--- src/rtl/spi_regport_pkg.sv ---
package spi_regport_pkg;

   // frame decoder states
   typedef enum logic [2:0] {
      ST_IDLE,
      ST_HDR,
      ST_PTR,
      ST_WR,
      ST_RD,
      ST_SKIP
   } frame_st_t;

   localparam int BYTE_W = 8;

endpackage

--- src/rtl/spi_regport_sync.sv ---
module spi_regport_sync #(
   parameter int STAGES = 2
) (
   input  logic clk,
   input  logic rst_n,
   input  logic d,
   output logic q
);

   logic [STAGES-1:0] chain;

   generate
      if (STAGES < 1) begin : g_bad_depth
         $error("spi_regport_sync: STAGES must be at least 1");
      end
      if (STAGES == 1) begin : g_single
         always_ff @(posedge clk or negedge rst_n) begin
            if (!rst_n) chain <= '0;
            else        chain <= d;
         end
      end else begin : g_multi
         always_ff @(posedge clk or negedge rst_n) begin
            if (!rst_n) chain <= '0;
            else        chain <= {chain[STAGES-2:0], d};
         end
      end
   endgenerate

   assign q = chain[STAGES-1];

endmodule

--- src/rtl/spi_regport_regs.sv ---
module spi_regport_regs
   import spi_regport_pkg::*;
#(
   parameter int NUM_REGS = 16,
   parameter int PTR_W    = 4
) (
   input  logic                       clk,
   input  logic                       rst_n,
   input  logic                       we,
   input  logic [PTR_W-1:0]           waddr,
   input  logic [BYTE_W-1:0]          wdata,
   input  logic [PTR_W-1:0]           raddr,
   output logic [BYTE_W-1:0]          rdata,
   output logic [NUM_REGS*BYTE_W-1:0] cfg
);

   generate
      for (genvar g = 0; g < NUM_REGS; g++) begin : g_reg
         logic [BYTE_W-1:0] q;
         always_ff @(posedge clk or negedge rst_n) begin
            if (!rst_n)                              q <= '0;
            else if (we && waddr == PTR_W'(g))       q <= wdata;
         end
         assign cfg[g*BYTE_W +: BYTE_W] = q;
      end
   endgenerate

   // addresses past the bank fall through to zero
   always_comb begin
      rdata = '0;
      for (int i = 0; i < NUM_REGS; i++) begin
         if (raddr == PTR_W'(i)) rdata = cfg[i*BYTE_W +: BYTE_W];
      end
   end

   assert_oob_write_ignored_R10: assert property (
      @(posedge clk) disable iff (!rst_n)
      (we && (32'(waddr) >= NUM_REGS)) |=> $stable(cfg));

endmodule

--- src/rtl/spi_regport_ctrl.sv ---
module spi_regport_ctrl
   import spi_regport_pkg::*;
#(
   parameter int         PTR_W    = 4,
   parameter logic [6:0] DEV_ADDR = 7'b0010000
) (
   input  logic              clk,
   input  logic              rst_n,
   input  logic              sclk_s,
   input  logic              cs_s,
   input  logic              sdi_s,
   input  logic [BYTE_W-1:0] rdata,
   output logic [PTR_W-1:0]  ptr,
   output logic              we,
   output logic [PTR_W-1:0]  waddr,
   output logic [BYTE_W-1:0] wdata,
   output logic              sdo,
   output logic              sdo_oe,
   output logic              spi_sel
);

   frame_st_t         state;
   logic              sclk_d, cs_d;
   logic [2:0]        bit_cnt;
   logic [BYTE_W-1:0] shreg, out_sr, shift_nxt;
   logic              rise, fall, cs_fall, byte_end;

   assign rise      = sclk_s & ~sclk_d;
   assign fall      = ~sclk_s & sclk_d;
   assign cs_fall   = ~cs_s & cs_d;
   assign shift_nxt = {shreg[BYTE_W-2:0], sdi_s};
   assign byte_end  = (bit_cnt == 3'd7);

   always_ff @(posedge clk or negedge rst_n) begin
      if (!rst_n) begin
         sclk_d  <= 1'b0;
         cs_d    <= 1'b0;
         state   <= ST_IDLE;
         bit_cnt <= '0;
         shreg   <= '0;
         out_sr  <= '0;
         ptr     <= '0;
         we      <= 1'b0;
         waddr   <= '0;
         wdata   <= '0;
         sdo     <= 1'b0;
         sdo_oe  <= 1'b0;
         spi_sel <= 1'b0;
      end else begin
         sclk_d <= sclk_s;
         cs_d   <= cs_s;
         we     <= 1'b0;
         if (cs_fall) spi_sel <= 1'b1;
         if (cs_s) begin
            state   <= ST_IDLE;
            bit_cnt <= '0;
            sdo_oe  <= 1'b0;
         end else begin
            unique case (state)
               ST_IDLE: if (cs_fall) begin
                  state   <= ST_HDR;
                  bit_cnt <= '0;
               end
               ST_HDR: if (rise) begin
                  shreg   <= shift_nxt;
                  bit_cnt <= bit_cnt + 3'd1;
                  if (byte_end) begin
                     if (shift_nxt[7:1] != DEV_ADDR) state <= ST_SKIP;
                     else if (shift_nxt[0])          state <= ST_RD;
                     else                            state <= ST_PTR;
                  end
               end
               ST_PTR: if (rise) begin
                  shreg   <= shift_nxt;
                  bit_cnt <= bit_cnt + 3'd1;
                  if (byte_end) begin
                     ptr   <= shift_nxt[PTR_W-1:0];
                     state <= ST_WR;
                  end
               end
               ST_WR: if (rise) begin
                  shreg   <= shift_nxt;
                  bit_cnt <= bit_cnt + 3'd1;
                  if (byte_end) begin
                     we    <= 1'b1;
                     waddr <= ptr;
                     wdata <= shift_nxt;
                     ptr   <= ptr + 1'b1;
                  end
               end
               ST_RD: if (fall) begin
                  sdo_oe  <= 1'b1;
                  bit_cnt <= bit_cnt + 3'd1;
                  if (bit_cnt == 3'd0) begin
                     sdo    <= rdata[BYTE_W-1];
                     out_sr <= {rdata[BYTE_W-2:0], 1'b0};
                  end else begin
                     sdo    <= out_sr[BYTE_W-1];
                     out_sr <= {out_sr[BYTE_W-2:0], 1'b0};
                  end
                  if (byte_end) ptr <= ptr + 1'b1;
               end
               default: ;
            endcase
         end
      end
   end

   assert_oe_only_in_read_R5: assert property (
      @(posedge clk) disable iff (!rst_n)
      sdo_oe |-> (state == ST_RD));

   assert_cs_high_floats_R9: assert property (
      @(posedge clk) disable iff (!rst_n)
      cs_s |=> !sdo_oe);

   assert_ptr_kept_idle_R9: assert property (
      @(posedge clk) disable iff (!rst_n)
      (cs_s && cs_d) |=> $stable(ptr));

   assert_idle_until_mode_R11: assert property (
      @(posedge clk) disable iff (!rst_n)
      !spi_sel |-> (state == ST_IDLE));

   assert_write_from_wr_R4: assert property (
      @(posedge clk) disable iff (!rst_n)
      we |-> ($past(state) == ST_WR));

endmodule

--- src/rtl/spi_regport.sv ---
module spi_regport
   import spi_regport_pkg::*;
#(
   parameter int         NUM_REGS    = 16,
   parameter int         SYNC_STAGES = 2,
   parameter logic [6:0] DEV_ADDR    = 7'b0010000
) (
   input  logic                       clk,
   input  logic                       rst_n,
   input  logic                       sclk,
   input  logic                       cs_n,
   input  logic                       sdi,
   output logic                       sdo,
   output logic                       sdo_oe,
   output logic                       spi_sel,
   output logic [NUM_REGS*BYTE_W-1:0] cfg_regs
);

   localparam int PTR_W = (NUM_REGS > 1) ? $clog2(NUM_REGS) : 1;

   generate
      if (NUM_REGS < 2 || NUM_REGS > 256) begin : g_bad_regs
         $error("spi_regport: NUM_REGS must lie in 2..256");
      end
   endgenerate

   logic sclk_s, cs_s, sdi_s;
   logic we;
   logic [PTR_W-1:0]  ptr, waddr;
   logic [BYTE_W-1:0] wdata, rdata;

   spi_regport_sync #(.STAGES(SYNC_STAGES)) i_sync_sclk (
      .clk(clk), .rst_n(rst_n), .d(sclk), .q(sclk_s));
   spi_regport_sync #(.STAGES(SYNC_STAGES)) i_sync_cs (
      .clk(clk), .rst_n(rst_n), .d(cs_n), .q(cs_s));
   spi_regport_sync #(.STAGES(SYNC_STAGES)) i_sync_sdi (
      .clk(clk), .rst_n(rst_n), .d(sdi), .q(sdi_s));

   spi_regport_ctrl #(.PTR_W(PTR_W), .DEV_ADDR(DEV_ADDR)) i_ctrl (
      .clk(clk), .rst_n(rst_n),
      .sclk_s(sclk_s), .cs_s(cs_s), .sdi_s(sdi_s),
      .rdata(rdata), .ptr(ptr),
      .we(we), .waddr(waddr), .wdata(wdata),
      .sdo(sdo), .sdo_oe(sdo_oe), .spi_sel(spi_sel));

   spi_regport_regs #(.NUM_REGS(NUM_REGS), .PTR_W(PTR_W)) i_regs (
      .clk(clk), .rst_n(rst_n),
      .we(we), .waddr(waddr), .wdata(wdata),
      .raddr(ptr), .rdata(rdata), .cfg(cfg_regs));

endmodule

--- config.mk ---
export PLATFORM = sky130hd
export DESIGN_NAME = spi_regport
export DESIGN_NICKNAME = d
export VERILOG_FILES = /design/src/rtl/spi_regport_pkg.sv /design/src/rtl/spi_regport_sync.sv /design/src/rtl/spi_regport_regs.sv /design/src/rtl/spi_regport_ctrl.sv /design/src/rtl/spi_regport.sv
export SDC_FILE = /design/constraint.sdc
export NUM_CORES = 1
export LEC_CHECK = 0
export ABC_AREA = 1
export BUFFER_PORTS_ARGS = -buffer_cell sky130_fd_sc_hd__buf_2
export CAP_MARGIN = 25
export CELL_PAD_IN_SITES_DETAIL_PLACEMENT = 1
export CELL_PAD_IN_SITES_GLOBAL_PLACEMENT = 1
export CORE_MARGIN = 1
export CORE_UTILIZATION = 42
export CTS_CLUSTER_SIZE = 24
export DETAILED_ROUTE_END_ITERATION = 6
export PLACE_DENSITY_LB_ADDON = 0.1
export SYNTH_ARGS = -nofsm -noshare
export SYNTH_HDL_FRONTEND = slang
export SYNTH_SLANG_ARGS = --single-unit
--- constraint.sdc ---
create_clock -name clk -period 2.25 [get_ports clk]
set_input_delay 0 -clock clk [delete_from_list [all_inputs] [get_ports clk]]
set_output_delay 0 -clock clk [all_outputs]
set_load 0.02 [all_outputs]
# Yosys cells after proc, flatten, opt, wreduce, memory -nomap -nowiden
# Index checks and enable logic that the tools add are counted.
dict set report word_totals {
  output_inout_bits 131
  reg_bits 177
}
dict set report op_classes {
  n_eq_ne 47
  muxes 45
  add_sub_neg 2
  reduce_logical 33
  bitwise_logic 6
}
# op n
set ops {}
lappend ops {{$mux 8} 17}
lappend ops {{$eq 4x4->1 const B} 16}
lappend ops {{$mux 3} 12}
lappend ops {{$eq 4x3->1 const B} 8}
lappend ops {{$mux 4} 5}
lappend ops {{$ne 3x2->1 const B} 6}
lappend ops {{$pmux 3 s3} 2}
lappend ops {{$eq 4x2->1 const B} 4}
lappend ops {{$logic_and 1x1->1} 16}
lappend ops {{$pmux 4 s3} 1}
lappend ops {{$reduce_and 6->1} 2}
lappend ops {{$eq 4x1->1 const B} 2}
lappend ops {{$logic_not 4->1} 2}
lappend ops {{$mux 1} 8}
lappend ops {{$ne 2x1->1 const B} 4}
lappend ops {{$reduce_and 4->1} 2}
lappend ops {{$reduce_bool 4->1} 2}
lappend ops {{$ne 7x5->1 const B} 1}
lappend ops {{$eq 3x2->1 const B} 2}
lappend ops {{$eq 3x3->1 const B} 2}
lappend ops {{$logic_not 3->1} 2}
lappend ops {{$reduce_and 3->1} 2}
lappend ops {{$add 4x1->4 const B} 1}
lappend ops {{$reduce_bool 2->1} 2}
lappend ops {{8 further kinds} 12}

# Longest topological paths before layout
# Gate-level depths: netlist of run 1.
dict set report logic_depth {
  depth_word 18
  ltp_mapped 20
  ltp_nobuf 20
}

# By module
# Synthesis of run 1 repeated with hierarchy kept, for this count alone.
dict set report unflattened {
  hier_cells 984
  area_unflattened_um2 8015.2
}
# mod n_inst area_each_um2 cells_each
set by_module_without_submodules {}
lappend by_module_without_submodules {spi_regport_regs 1 5844.4 729}
lappend by_module_without_submodules {spi_regport_ctrl 1 2020.7 249}
lappend by_module_without_submodules {spi_regport_sync 3 50.0 2}

# Least setup slack after synthesis of run 1
# OpenSTA, ideal clock, no wires.
dict set report synth_timing {
  path_type {register to register}
  from {reg i_ctrl.ptr[1]}
  to {reg i_ctrl.out_sr[5]}
  slack_ns 0.216
  setup_ns 0.122
  path_stages_with_launch 17
  t_arrival_ns 1.912
  path_cell_list {dfrtp_1 inv_1 ha_1 buf_2 inv_1 nor2_2 inv_2 buf_6 or2_1 nand3_1 nand3_1 nand2_1 nand3_1 nand2_1 nand2_1 nand2_1 a21oi_2}
}
dict set report synth_via {
  elab_chain_len 18
  word_cells_on_any_way 33
  classes_between {15 x eq/ne; 17 x mux; 1 x reduce/logical}
}
# item line
set synth_rtl {}
lappend synth_rtl {{from (decl)} spi_regport_ctrl.sv:13} ;# output logic [PTR_W-1:0] ptr,
lappend synth_rtl {{from (signal assigned)} spi_regport_ctrl.sv:77} ;# ptr <= shift_nxt[PTR_W-1:0];
lappend synth_rtl {{from (signal assigned)} spi_regport_ctrl.sv:88} ;# ptr <= ptr + 1'b1;
lappend synth_rtl {{from (signal assigned)} spi_regport_ctrl.sv:101} ;# if (byte_end) ptr <= ptr + 1'b1;
lappend synth_rtl {{$logic_not 4->1} spi_regport_regs.sv:32} ;# if (raddr == PTR_W'(i)) rdata = cfg[i*BYTE_W +: BYTE_W];
lappend synth_rtl {{$mux 8 (15 in series)} spi_regport_regs.sv:32}
lappend synth_rtl {{$mux 8 *} spi_regport_regs.sv:32}
lappend synth_rtl {{$mux 8 *} spi_regport_ctrl.sv:94} ;# if (bit_cnt == 3'd0) begin
lappend synth_rtl {{to (signal assigned)} spi_regport_ctrl.sv:96} ;# out_sr <= {rdata[BYTE_W-2:0], 1'b0};
lappend synth_rtl {{to (signal assigned)} spi_regport_ctrl.sv:99} ;# out_sr <= {out_sr[BYTE_W-2:0], 1'b0};
lappend synth_rtl {{to (decl)} spi_regport_ctrl.sv:25} ;# logic [BYTE_W-1:0] shreg, out_sr, shift_nxt;
# Every way passes the cells marked *; elsewhere a longest branch is shown, timed or not.
# A chain may end at the register's enable or synchronous reset.

# Final worst setup path of run 1
dict set report layout_timing {
  from {reg i_ctrl.ptr[0]}
  to {reg i_ctrl.out_sr[6]}
}
# Same word-level chain as after synthesis.

==> results_dict.tcl, run 1 <==
set metrics [dict create \
    finalNetCount 1215 \
    hold_class "primary input to async pin" \
    start_util_pct 42.8 \
    syn_inst 1015 \
    fp.coreArea_sq_um 19400 \
    dieHeight_um 143 \
    vias 7927 \
    syn_nets 1027 \
    yosysUniqueCellTypes 39 \
    ys_async_sr_fraction_pct 100 \
    worst_pin_slew_ps 931 \
    clock-root-buffer "clkbuf_16" \
    relSlewSlack_pct 37.8 \
    rsz0062_at_grt "yes" \
    cts_tree "done" \
    grt_antenna_before_repair 0 \
    worst-r2r-cell-count 22 \
    syn_area_sq_um 8290 \
    max_freq_mhz 415 \
    die_x_um 143 \
    num_antenna_cells 0 \
    wl_per_cell_um 20.2 \
    ant_nets 0 \
    synth-seq-cells 176 \
    track_usage_pct 29.9 \
    fin_cells 1481 \
    synthAdderAreaFrac_pct 1.06 \
    place.gp.congestion 0.893 \
    synth_compound_gate_area_share_pct 12.5 \
    status "finished, violations left" \
    cts_max_level 4 \
    ys_top_cells_by_area "dfrtp_1 53%, nand2_1 14%, o21ai_0 9.6%" \
    cts.sinks 176 \
    powerDensity_nw_per_um2 649 \
    grt_overflow 0 \
    dp.cells 1419 \
    detail_route.wirelength_um 29900 \
    ys.flop_type "dfrtp_1" \
    synth_warnings 0 \
    setup_viol 8 \
    critPathRequiredTime_ps 2570 \
    cts_buffers 17 \
    synthXorXnorAreaFrac_pct 0.106 \
    seq_area_frac_synth_pct 53.1 \
    io_buffers 135 \
    fin_util_pct 56.0 \
    critical_path_arrival_ps 2730 \
    failed_checks "negative setup slack" \
    syn_avg_cell_area_sq_um 8.17 \
    dr.pass1.iters 7 \
    final_max_slew_viol_count 0 \
    skew_ps 7.93 \
    drt-initial-drc-count 488 \
    drc 0 \
    synthToLayoutAreaGrowth_pct 30.9 \
    drive_gt1_share_pct 32.3 \
    avgViaCountPerCell 5.35 \
    max-vdd-ir-drop_uv 549 \
    cts.path.max_buffers 2 \
    cap_violations 0 \
    grt_first_pass_wirelength_um 45400 \
    setup_slack_ps -160 \
    fp-row-count 51 \
    fin_crit_sh_pct 107 \
    synth_top_family_by_area "simple AND/OR/NAND/NOR gates" \
    die-area_sq_um 20300 \
    grt_max_degree 63 \
    dp_hpwl_um 19700 \
    io_pins 136 \
    critical_path_class "register to register" \
    leakage_nw 5.54 \
    clk_latency_ps 440 \
    start_kind "register" \
    post-route-min-period_ps 2410 \
    yosysTopAreaCell "dfrtp_1" \
    synth-simple-area-share_pct 26.3 \
    clk_pin_slew_ps 70 \
    finalHoldViolCount 0 \
    n_fill_cell 2379 \
    synth_top_cell_area_share_pct 53.1 \
    synth_mux_area_share_pct 0.272 \
    grt_pass1_vias 7869 \
    synth_edf_count 0 \
    endpoint_kind "register" \
    crit_path_max_fanout 6 \
]
[cell type report]
class | instances | area, sq um | area share (%)
Sequential cell | 176 | 4410 | 40.6
Timing Repair inverter | 1 | 5.00 | 0.0461
Clock inverter | 10 | 78.8 | 0.726
Timing Repair Buffer | 209 | 1420 | 13.0
Multi-Input combinational cell | 710 | 3780 | 34.8
Inverter | 88 | 365 | 3.37
Tap cell | 265 | 332 | 3.05
Clock buffer | 22 | 474 | 4.37
[sequential cells by signal, indices dropped and copies added (netlist names), 3 cells and up]
register,flops
i_ctrl.ptr,4
i_ctrl.out_sr,7
i_regs.g.q,128
i_ctrl.waddr,4
i_ctrl.wdata,8
i_ctrl.shreg,7
i_ctrl.state,3
i_ctrl.bit_cnt,3
[critical path, stage by stage, from the launching register on]
cell,delay [ps]
dfrtp_1,400
buf_6,140
inv_8,60
ha_4,140
buf_8,130
buf_6,100
nand3b_1,70
nand2_1,80
inv_2,40
nand2_2,70
nand3_2,90
nand2_2,100
nand2_2,70
nand2_2,80
nand3_2,70
nand3_2,80
nand3_2,70
nand2_2,90
nand3_2,110
nand2_1,90
nand2_1,50
nand2_1,90
a21oi_2,60
[worst paths after layout]
path / start / to / slack [ps]
max: i_ctrl.ptr[0]$_DFFE_PN0P_ / i_ctrl.out_sr[6]$_DFFE_PN0P_ / -160
max reg2reg: i_ctrl.ptr[0]$_DFFE_PN0P_ / i_ctrl.out_sr[6]$_DFFE_PN0P_ / -160
min in group clk: sdi / i_sync_sdi.chain[0]$_DFF_PN0_ / 200
max in group asynchronous: rst_n / i_regs.g_reg[12].q[4]$_DFFE_PN0P_ / 1400
min reg2reg: i_sync_sdi.chain[0]$_DFF_PN0_ / i_sync_sdi.chain[1]$_DFF_PN0_ / 350
min: rst_n / i_regs.g_reg[3].q[6]$_DFFE_PN0P_ / 120
[cell usage in the layout, fill, tap and decap left out, drive strengths merged]
master       synthesis  routed
buf                 11     205
inv                 79      82
o2111ai              1       1
a31oi                1       1
ha                   7       7
mux2                 2       2
nand4                2       2
o21a                 1       1
nand3               80      80
nor4                 3       3
clkinvlp             0       7
a21oi               31      31
nor2                65      65
nand3b               7       7
o21ai              159     159
o211ai               1       1
o22ai                3       3
a21o                 1       1
nand2              311     311
clkbuf              30      22
nor3                 3       3
dfrtp              176     176
xor2                 1       1
or2                 31      31
clkinv               9      10
dlygate4sd3          0       4
[kinds of logic (layout without fill, tap and decap cells)]
| family | Yosys count | after routing |
|---|---|---|
| fa+ha+maj | 7 | 7 |
| buf+inv | 129 | 330 |
| compound gates | 198 | 198 |
| flops | 176 | 176 |
| xor+xnor | 1 | 1 |
| simple gates | 502 | 502 |
| mux | 2 | 2 |
[Yosys cell counts (4+ instances only)]
cell,count
clkinv_1,9
a21oi_2,7
dfrtp_1,176
a21oi_1,24
or2_2,24
inv_1,72
nand2_1,307
ha_1,7
nor2_1,60
o21ai_0,159
nand3b_1,7
nand3_1,79
buf_6,7
inv_2,6
or2_1,4
clkbuf_1,29
[routing by layer]
| layer | vias to the layer above | GRT usage (%) | share of wire (%) |
|---|---|---|---|
| li1 | 3654 | - | - |
| met1 | 4003 | 40.9 | 44 |
| met2 | 219 | 49.3 | 49 |
| met3 | 51 | 4.14 | 4.1 |
| met4 | 0 | 9.00 | 2.3 |
| met5 | - | 0 | 0 |
[where the power goes]
group,internal [mW],switching [mW]
logic,0.251,0.467
registers,3.32,0.124
clock network,1.51,1.36
total,5.09,1.96
[repair_timing]
| action | CTS | global route |
|---|---|---|
| setup buffers | 20 | 6 |
| hold buffers | 4 | 0 |
| pin swaps | 34 | 60 |
| hold endpoints to repair | 75 | 0 |
| endpoints found under the setup margin | 8 | 8 |
| gates resized for setup | 74 | 73 |
| cloned | 1 | 1 |
[through the flow]
stage	power [mW]	instance area [sq um]	worst slack, ps	setup TNS (ps)	hold slack, ps
floorplan	3.95	8290	216	0	-296
global placement	4.18	9480	-273	-1120	29.7
detailed placement	4.20	9480	-353	-1770	30.4
CTS	7.05	10600	-98.4	-412	148
global route	7.32	10900	-320	-1860	178
finish	7.04	10900	-160	-738	124
No activity file was read; power rests on OpenSTA's default activity.
==> run 2: changes to the inputs <==
--- a/config.mk
+++ b/config.mk
@@ -12,9 +12,11 @@
 export CELL_PAD_IN_SITES_GLOBAL_PLACEMENT = 1
 export CORE_MARGIN = 1
 export CORE_UTILIZATION = 42
+export CTS_BUF_LIST = sky130_fd_sc_hd__clkbuf_16
 export CTS_CLUSTER_SIZE = 24
 export DETAILED_ROUTE_END_ITERATION = 6
 export PLACE_DENSITY_LB_ADDON = 0.1
+export SLEW_MARGIN = 20
 export SYNTH_ARGS = -nofsm -noshare
 export SYNTH_HDL_FRONTEND = slang
 export SYNTH_SLANG_ARGS = --single-unit
==> results_dict.tcl, run 2 (same netlist as run 1, synthesis figures left out) <==
set metrics [dict create \
    finalNetCount 1205 \
    clk_latency_ps 430 \
    relSlewSlack_pct 39.1 \
    finalHoldViolCount 0 \
    synthToLayoutAreaGrowth_pct 27.6 \
    ant_nets 0 \
    sw_frac_of_total_pct 27.8 \
    clk_pin_slew_ps 70 \
    max_stage_delay_ps 420 \
    switchingPower_mw 1.92 \
    n_fill_cell 2398 \
    reg_top3 "i_regs.g.q x128, i_ctrl.wdata x8" \
    worst-r2r-cell-count 20 \
    sequentialPowerShare_pct 50.0 \
    endpoint_kind "register" \
    fp-row-count 51 \
    cp_num_buf_inv 4 \
    io_pins 136 \
    grt_max_degree 63 \
    powerDensity_nw_per_um2 651 \
    p_int_mw 4.98 \
    skew_ps 8.98 \
    holdWs_ps 134 \
    crit_path_max_fanout 7 \
    critPathRequiredTime_ps 2570 \
    fin_crit_sh_pct 103 \
    fin_util_pct 54.5 \
    io_buffers 135 \
    clock_power_share_pct 39.7 \
    wl_per_cell_um 19.3 \
    grt_first_pass_wirelength_um 44400 \
    critical_path_arrival_ps 2630 \
    worst_pin_slew_ps 913 \
    post-route-min-period_ps 2320 \
    cpMaxStageDelayCell "dfrtp_1" \
    cap_violations 0 \
    start_kind "register" \
    critical_path_class "register to register" \
    max-vdd-ir-drop_uv 499 \
    dr.pass1.iters 5 \
    finalPower_mw 6.89 \
    grt_antenna_before_repair 0 \
    cts.path.max_buffers 2 \
    num_antenna_cells 0 \
    largest_register "i_regs.g.q" \
    rsz0062_at_grt "yes" \
    die-area_sq_um 20300 \
    avgViaCountPerCell 5.22 \
    leakage_nw 5.41 \
    failed_checks "negative setup slack" \
    fp.coreArea_sq_um 19400 \
    hold_class "primary input to async pin" \
    clock-root-buffer "clkbuf_16" \
    die_x_um 143 \
    vias 7675 \
    grt_pass1_vias 7662 \
    place.gp.congestion 0.893 \
    r2r_end "i_ctrl.sdo$_DFFE_PN0P_" \
    drt-initial-drc-count 434 \
    track_usage_pct 29.3 \
    largest_register_ffs 128 \
    status "finished, violations left" \
    pwr-share-comb_pct 10.3 \
    cts.sinks 176 \
    cts_max_level 4 \
    max_freq_mhz 431 \
    crit_family "simple AND/OR/NAND/NOR gates" \
    start_util_pct 42.8 \
    grt_use_met2_pct 47.6 \
    dieHeight_um 143 \
    drive_gt1_share_pct 29.2 \
    final_cell_mix "283 x nand2_1, 175 x dfrtp_1, 159 x o21ai_0" \
    grt_overflow 0 \
    crit_chain "buf_6 -> ha_4 -> buf_6 -> nand3_4 -> buf_12 -> nand2_2 -> clkinv_2 -> nand3_1 -> nand2_1 -> nand2_2 -> nand2_2 -> nand3_2 -> nand3_1 -> nand3_2 -> nand2_2 -> nand3_2 -> nand2_1 -> nand2_1 -> nand2_1 -> a21oi_2" \
    busiest_layer "met2" \
    cts_buffers 17 \
    worstReg2RegStart "i_ctrl.ptr[0]$_DFFE_PN0P_" \
    layout_commonest_cell "nand2_1" \
    dp_hpwl_um 19700 \
    detail_route.wirelength_um 28400 \
    use_met3_pct 3.84 \
    reg2reg_slack_ps -70 \
    cts_tree "done" \
    setup_slack_ps -68.2 \
    drc 0 \
    final_max_slew_viol_count 0 \
    setup_viol 5 \
    met1_usage_pct 40.9 \
]
-- run 2: cell types whose count changed in the layout (fill, tap and decap cells not counted), sizes merged --
cell | previous run | this run
clkbuf | 22 | 17
clkinv | 10 | 15
clkinvlp | 7 | 4
buf | 205 | 196
inv | 82 | 84
-- run 2: worst max path at each step --
stage | slack [ps] | startpoint | to | depth (start not counted)
floorplan | 220 | i_ctrl.ptr[1]$_DFFE_PN0P_ | i_ctrl.out_sr[5]$_DFFE_PN0P_ | 16
global placement | -270 | i_ctrl.ptr[0]$_DFFE_PN0P_ | i_ctrl.sdo$_DFFE_PN0P_ | 21
detailed placement | -350 | i_ctrl.ptr[0]$_DFFE_PN0P_ | i_ctrl.sdo$_DFFE_PN0P_ | 21
CTS | -80 | i_ctrl.ptr[1]$_DFFE_PN0P_ | i_ctrl.sdo$_DFFE_PN0P_ | 20
global route | -220 | i_ctrl.ptr[0]$_DFFE_PN0P_ | i_ctrl.out_sr[3]$_DFFE_PN0P_ | 21
finish | -70 | i_ctrl.ptr[0]$_DFFE_PN0P_ | i_ctrl.sdo$_DFFE_PN0P_ | 20
-- run 2: worst register-to-register path: stages (launching register included) --
cell and delay (ps):
dfrtp_1 420, buf_6 140, ha_4 170, buf_6 120, nand3_4 100, buf_12 130
nand2_2 70, clkinv_2 50, nand3_1 80, nand2_1 90, nand2_2 60, nand2_2 70
nand3_2 60, nand3_1 90, nand3_2 90, nand2_2 90, nand3_2 100, nand2_1 100
nand2_1 50, nand2_1 70, a21oi_2 50
-- run 2: layout make-up --
| cell class | instances | area (sq um) | area share, % |
|---|---|---|---|
| clock buffer | 17 | 425 | 4.02 |
| sequential | 176 | 4410 | 41.6 |
| tap | 265 | 332 | 3.13 |
| multi-input combinational | 710 | 3660 | 34.6 |
| timing repair buffer | 200 | 1310 | 12.4 |
| inverter | 88 | 347 | 3.28 |
| clock inverter | 15 | 97.6 | 0.922 |
-- run 2: layer usage --
metal | routed length [um] | vias to the layer above
li1 | - | 3631
met1 | 12900 | 3812
met2 | 13800 | 196
met3 | 1110 | 36
met4 | 505 | 0
met5 | 0 | -
-- run 2: timing repair --
action,4_1_cts,5_1_grt
cloned,1,0
pin swaps,36,40
hold endpoints to repair,75,0
resized for setup,70,33
hold buffers,4,0
setup buffers,13,3
endpoints found under the setup margin,8,8
-- run 2: power groups by stage --
stage                     sequential [mW]  clock [mW]  combinational, mW
after floorplan                      3.48           0              0.468
after global placement               3.50           0              0.684
after detailed placement             3.50           0              0.701
after CTS                            3.44        2.78              0.717
after global routing                 3.46        2.91              0.825
final                                3.45        2.74              0.711
-- run 2: stage by stage --
stage	TNS, ps	std cells	area, sq um	setup slack, ps
after CTS	-373	1469	10500	-77.7
after floorplan	0	1015	8290	216
final	-264	1471	10600	-68.2
after detailed placement	-1770	1419	9480	-353
after global placement	-1120	1419	9480	-273
after global routing	-1480	1471	10600	-218
